$ cat src/rtl/lockrot_pkg.sv
package lockrot_pkg;
  typedef enum logic [1:0] {
    LR_RUN = 2'd0,
    LR_OFF = 2'd1,
    LR_ON  = 2'd2
  } lr_state_e;
endpackage

$ cat src/rtl/lockrot_edge_sync.sv
module lockrot_edge_sync #(
  parameter int SYNC_STAGES = 2
) (
  input  logic clk,
  input  logic rst,
  input  logic din,
  output logic toggle
);
  logic [SYNC_STAGES:0] pipe_q;

  always_ff @(posedge clk) begin
    if (rst) pipe_q[0] <= 1'b0;
    else     pipe_q[0] <= din;
  end

  for (genvar i = 1; i <= SYNC_STAGES; i++) begin : g_stage
    always_ff @(posedge clk) begin
      if (rst) pipe_q[i] <= 1'b0;
      else     pipe_q[i] <= pipe_q[i-1];
    end
  end

  assign toggle = pipe_q[SYNC_STAGES] ^ pipe_q[SYNC_STAGES-1];
endmodule

$ cat src/rtl/lockrot_accum.sv
module lockrot_accum #(
  parameter int ACC_W     = 12,
  parameter int RISE_STEP = 14,
  parameter int FALL_STEP = 1,
  parameter int EDGE_DROP = 56,
  parameter int HI_TH     = 2800,
  parameter int LO_TH     = 700
) (
  input  logic             clk,
  input  logic             rst,
  input  logic             clear,
  input  logic             rise,
  input  logic             fall,
  input  logic             kick,
  output logic [ACC_W-1:0] acc_q,
  output logic             nxt_hi,
  output logic             nxt_lo
);
  localparam int XW = ACC_W + 1;
  localparam logic [XW-1:0] RISE_X = XW'(RISE_STEP);
  localparam logic [XW-1:0] FALL_X = XW'(FALL_STEP);
  localparam logic [XW-1:0] DROP_X = XW'(EDGE_DROP);
  localparam logic [XW-1:0] HI_X   = XW'(HI_TH);
  localparam logic [XW-1:0] LO_X   = XW'(LO_TH);

  logic [XW-1:0] up_v, down_v, nxt_v;

  always_comb begin
    up_v   = {1'b0, acc_q} + (rise ? RISE_X : '0);
    down_v = (fall ? FALL_X : '0) + (kick ? DROP_X : '0);
    nxt_v  = (down_v >= up_v) ? '0 : (up_v - down_v);
    nxt_hi = (nxt_v >= HI_X);
    nxt_lo = (nxt_v <= LO_X);
  end

  always_ff @(posedge clk) begin
    if (rst || clear) acc_q <= '0;
    else if (nxt_hi)  acc_q <= HI_X[ACC_W-1:0];
    else              acc_q <= nxt_v[ACC_W-1:0];
  end
endmodule

$ cat src/rtl/lockrot_ctrl.sv
module lockrot_ctrl
  import lockrot_pkg::*;
(
  input  logic clk,
  input  logic rst,
  input  logic enable,
  input  logic tick,
  input  logic tach_edge,
  input  logic nxt_hi,
  input  logic nxt_lo,
  output logic clear,
  output logic rise,
  output logic fall,
  output logic kick,
  output logic drive_en,
  output logic locked
);
  lr_state_e st_q, st_d;

  always_comb begin
    clear = ~enable;
    rise  = 1'b0;
    fall  = 1'b0;
    kick  = 1'b0;
    st_d  = st_q;
    case (st_q)
      LR_RUN: begin
        rise = tick;
        kick = tach_edge;
        if (nxt_hi) st_d = LR_OFF;
      end
      LR_OFF: begin
        fall = tick;
        if (nxt_lo) st_d = LR_ON;
      end
      LR_ON: begin
        rise = tick;
        kick = tach_edge;
        if (tach_edge)   st_d = LR_RUN;
        else if (nxt_hi) st_d = LR_OFF;
      end
      default: st_d = LR_RUN;
    endcase
    if (!enable) st_d = LR_RUN;
  end

  always_ff @(posedge clk) begin
    if (rst) begin
      st_q     <= LR_RUN;
      drive_en <= 1'b1;
      locked   <= 1'b0;
    end else begin
      st_q     <= st_d;
      drive_en <= (st_d != LR_OFF);
      locked   <= (st_d != LR_RUN);
    end
  end
endmodule

$ cat src/rtl/lockrot_timer.sv
module lockrot_timer #(
  parameter int ACC_W       = 12,
  parameter int RISE_STEP   = 14,
  parameter int FALL_STEP   = 1,
  parameter int EDGE_DROP   = 56,
  parameter int HI_TH       = 2800,
  parameter int LO_TH       = 700,
  parameter int SYNC_STAGES = 2
) (
  input  logic clk,
  input  logic rst,
  input  logic enable,
  input  logic tick,
  input  logic tach,
  output logic drive_en,
  output logic locked
);
  logic             tach_edge;
  logic             clear, rise, fall, kick;
  logic             nxt_hi, nxt_lo;
  logic [ACC_W-1:0] acc_q;

  lockrot_edge_sync #(.SYNC_STAGES(SYNC_STAGES)) u_sync (
    .clk(clk), .rst(rst), .din(tach), .toggle(tach_edge)
  );

  lockrot_accum #(
    .ACC_W(ACC_W), .RISE_STEP(RISE_STEP), .FALL_STEP(FALL_STEP),
    .EDGE_DROP(EDGE_DROP), .HI_TH(HI_TH), .LO_TH(LO_TH)
  ) u_acc (
    .clk(clk), .rst(rst), .clear(clear), .rise(rise), .fall(fall),
    .kick(kick), .acc_q(acc_q), .nxt_hi(nxt_hi), .nxt_lo(nxt_lo)
  );

  lockrot_ctrl u_ctrl (
    .clk(clk), .rst(rst), .enable(enable), .tick(tick),
    .tach_edge(tach_edge), .nxt_hi(nxt_hi), .nxt_lo(nxt_lo),
    .clear(clear), .rise(rise), .fall(fall), .kick(kick),
    .drive_en(drive_en), .locked(locked)
  );
endmodule

$ cat config.mk
export PLATFORM = sky130hd
export DESIGN_NAME = lockrot_timer
export DESIGN_NICKNAME = d
export VERILOG_FILES = /design/src/rtl/lockrot_pkg.sv /design/src/rtl/lockrot_edge_sync.sv /design/src/rtl/lockrot_accum.sv /design/src/rtl/lockrot_ctrl.sv /design/src/rtl/lockrot_timer.sv
export SDC_FILE = /design/constraint.sdc
export NUM_CORES = 1
export LEC_CHECK = 0
export CAP_MARGIN = 15
export CORE_MARGIN = 2
export CORE_UTILIZATION = 55
export CTS_CLUSTER_DIAMETER = 150
export DETAILED_ROUTE_END_ITERATION = 8
export DONT_BUFFER_PORTS = 1
export PLACE_DENSITY_LB_ADDON = 0.08
export SLEW_MARGIN = 10
export SYNTH_ARGS = -nofsm -noshare
export SYNTH_HDL_FRONTEND = slang
export SYNTH_HIERARCHICAL = 1
export SYNTH_SLANG_ARGS = --single-unit
$ cat constraint.sdc
create_clock -name clk -period 5.9 [get_ports clk]
set_clock_uncertainty 0.15 [all_clocks]
set_input_delay 0.295 -clock clk [delete_from_list [all_inputs] [get_ports clk]]
set_output_delay 0.295 -clock clk [all_outputs]
set_load 0.005 [all_outputs]
==> run_results.csv <==
group,metric,value,unit
clock_tree,clk_root_buffer_cell,"sky130_fd_sc_hd__clkbuf_4",
clock_tree,post_cts_setup_buffer_count,0,
hold_path,worst_hold_path_type,"in -> reg",
sta,report.final.hold_viol_count,0,
die,initial_core_util,56.57,%
global_route,antenna_found_initial,0,
logic_synthesis,synthesis.instances,218,
logic_synthesis,netlist_top_cells_area,"sky130_fd_sc_hd__dfxtp_1, sky130_fd_sc_hd__ha_1, sky130_fd_sc_hd__xnor2_1, sky130_fd_sc_hd__inv_1, sky130_fd_sc_hd__nand3_1",
sta,layout_min_cycle_time,4.631,ns
logic_synthesis,number_of_enable_type_register_cells_in_the_synthesized_netlist,0,
route,initialDrtViolationCount,144,
logic_synthesis,seq_cells_post_synth,19,
critical_path,timing.rr.end,"u_ctrl/locked",
hold_path,hold_path_startpoint,"enable",
sta,layout_worst_path_cycle_share,78.48,%
logic_synthesis,mappedNetlistArea,0.001858,mm2
critical_path,worst_r2r_path_cells,18,
finish,area_growth_syn_to_layout,4.444,%
route,first_pass_iters,4,
placed_design,hpwlAfterDp,3.268,mm
logic_synthesis,synth_top_area_share,20.47,%
clock_tree,numClockSinks,19,
finish,antenna_cells_inserted,0,
critical_path,setup.worst_path.start_class,"flip-flop",
global_route,grt.overflow.total,0,
placed_design,portBuffers,0,
logic_synthesis,syn_area_per_cell,8.523,um2
die,die_area,0.003859,mm2
logic_synthesis,synth-async-reset-ratio,0,%
sta,clock.fmax,0.2160,GHz
logic_synthesis,synth.largest_area_cell,"sky130_fd_sc_hd__dfxtp_1",
sta,rsz_0062_raised_after_global_routing,"false",
status,status,"finished clean",
global_route,gr-usage-all-layers,22.80,%
flow_run,max-cap-violations,0,
clock_tree,tritoncts_clock_tree,"built",
critical_path,criticalPathCategory,"reg -> reg",
sta,finalSetupViolCount,0,
route,vias_per_cell,5.906,
finish,design.final.nets,239,
global_route,grt_max_degree,12,
hold_path,timing.hold.worst_path_depth,2,
sta,slew_viol_final,0,
hold_path,min_to,"u_ctrl/locked",
route,totalWireLength,4.077,mm
clock_tree,clkLatencyLatePin,0.30,ns
global_route,first_pass_grt_wire_length,7.155,mm
die,row_count,21,
die,die_x,62.12,um
logic_synthesis,most_instantiated_flip_flop_cell_in_the_synthesis_netlist,"sky130_fd_sc_hd__dfxtp_1",
critical_path,r2r_slack,1.27,ns
clock_tree,cts_max_path_buffers,2,
sta,finalSetupTns,0,ns
critical_path,worst-endpoint-required,5.98,ns
finish,share_of_post_route_cells_with_drive_strength_above_1,17.35,%
route,wl_per_cell,15.38,um
logic_synthesis,syn-num-nets,237,
clock_tree,cts_htree_levels,1,
finish,filler_cells_inserted,300,
logic_synthesis,yosys_warnings,6,
die,io-pin-count,7,
die,fp.coreArea,0.003284,mm2
global_route,vias_in_the_first_global_route,1549,
die,die-height,62.12,um
sta,maxSlewHeadroom,50.46,%
placed_design,finalWeightedCongestion,0.9327,
critical_path,end_kind,"flip-flop",
critical_path,r2r-start,"u_ctrl/st_q[0]",
clock_tree,cts_inserted_buffers,3,
logic_synthesis,synth_seq_area_share,20.47,%
sta,max_slew.worst_pin.slew,0.7335,ns
critical_path,worst_ep_arrival_time,4.71,ns
logic_synthesis,synth.lib_cells_used.distinct,66,
finish,most-common-layout-cells,"sky130_fd_sc_hd__inv_1, sky130_fd_sc_hd__dfxtp_1, sky130_fd_sc_hd__nand2_1",
clock_tree,clk_pin_slew,0.10,ns
critical_path,critPathMaxFanout,7,
route,post-route-drc-count,0,
route,vias,1565,
route,drt.antenna.violating_nets,0,
## logic make-up after synthesis
group / count (synthesis) / synth area share (%)
AND/OR/NAND/NOR: 87 / 28.62
AO/OA/AOI/OAI: 56 / 25.12
buffers and inverters: 26 / 5.455
flip-flops: 19 / 20.47
XOR/XNOR: 14 / 9.428
adder cells (fa/ha/maj): 14 / 9.832
multiplexers: 2 / 1.077
## how the worst max path moves through the flow
stage | startpoint | end | slack (ns) | cells after the start
after global placement | u_ctrl/st_q[0] | u_ctrl/st_q[0] | 1.46 | 15
final | u_ctrl/st_q[0] | u_ctrl/locked | 1.27 | 18
after floorplan | u_ctrl/st_q[0] | u_ctrl/locked | 1.66 | 18
after detailed placement | u_ctrl/st_q[0] | u_ctrl/locked | 1.30 | 18
after global routing | u_ctrl/st_q[0] | u_ctrl/locked | 0.90 | 18
after CTS | u_ctrl/st_q[0] | u_ctrl/locked | 1.27 | 18
## per-stage QoR
step	std cells	instance area, um2	hold slack, ns	setup WS [ns]	util [%]
finish	265	1941	0.04903	1.269	59.09
global placement	259	1893	0.2195	1.458	57.64
detailed placement	259	1893	0.2205	1.299	57.64
CTS	265	1941	0.04627	1.268	59.09
floorplan	218	1858	0.2166	1.658	-
global route	265	1941	0.05768	0.9027	59.09
## worst max-delay path: stages, from the launching register on
cell,delay (ns)
sky130_fd_sc_hd__dfxtp_1,0.36
sky130_fd_sc_hd__nor2b_1,0.27
sky130_fd_sc_hd__ha_1,0.27
sky130_fd_sc_hd__inv_1,0.07
sky130_fd_sc_hd__fa_1,0.42
sky130_fd_sc_hd__nor2b_1,0.17
sky130_fd_sc_hd__o21ai_0,0.11
sky130_fd_sc_hd__xnor2_1,0.26
sky130_fd_sc_hd__ha_1,0.34
sky130_fd_sc_hd__a22o_1,0.23
sky130_fd_sc_hd__a2111oi_4,0.36
sky130_fd_sc_hd__nand3_2,0.13
sky130_fd_sc_hd__a21o_1,0.20
sky130_fd_sc_hd__a2111o_1,0.44
sky130_fd_sc_hd__a21oi_2,0.19
sky130_fd_sc_hd__o31a_4,0.21
sky130_fd_sc_hd__nor2_1,0.07
sky130_fd_sc_hd__or2_1,0.20
sky130_fd_sc_hd__a21oi_1,0.11
## area by class of cell
type	count	area, um2	share of cell area, %
Multi-Input combinational cell	173	1376	70.92
Sequential cell	19	380.4	19.60
Inverter	21	78.83	4.062
Tap cell	46	57.56	2.966
Clock buffer	3	22.52	1.161
Timing Repair Buffer	2	20.02	1.032
Clock inverter	1	5.005	0.2579
## timing repair
| item | CTS | global route |
|---|---|---|
| hold buffers | 2 | 0 |
| endpoints found under the hold margin | 3 | 0 |
| resized for setup | 0 | 0 |
## layer usage
layer	track usage, %	part of all wire, %	vias up
met3	2.174	4.5	6
met1	29.49	45	732
met2	38.59	49	40
met5	0	0	-
met4	10.28	1.8	0
li1	-	-	787
## synth_stat cells, drive strengths merged, types with 2 or more instances
master   n
or2      2
nand3   13
nor4     5
nor2    13
inv     21
or3      4
and3     3
o21ai   10
nor3    11
a211oi   3
o21bai   3
nor2b    7
mux2i    2
clkbuf   2
dfxtp   19
nand2b   3
xnor2   13
a21o     7
a21oi   13
ha      13
and2     4
o211ai   2
nand2   16
buf      3
nor3b    3
o22ai    2
## sequential cells by signal, summed over array words and instances, names as in the netlist
| register | cells |
|---|---|
| u_ctrl/st_q | 2 |
| u_sync/pipe_q | 3 |
| u_ctrl/drive_en | 1 |
| u_acc/acc_q | 12 |
| u_ctrl/locked | 1 |
Power is left out: the tool's default activity adds up to more than one toggle a clock period on the data nets, which glitch-free logic cannot reach.
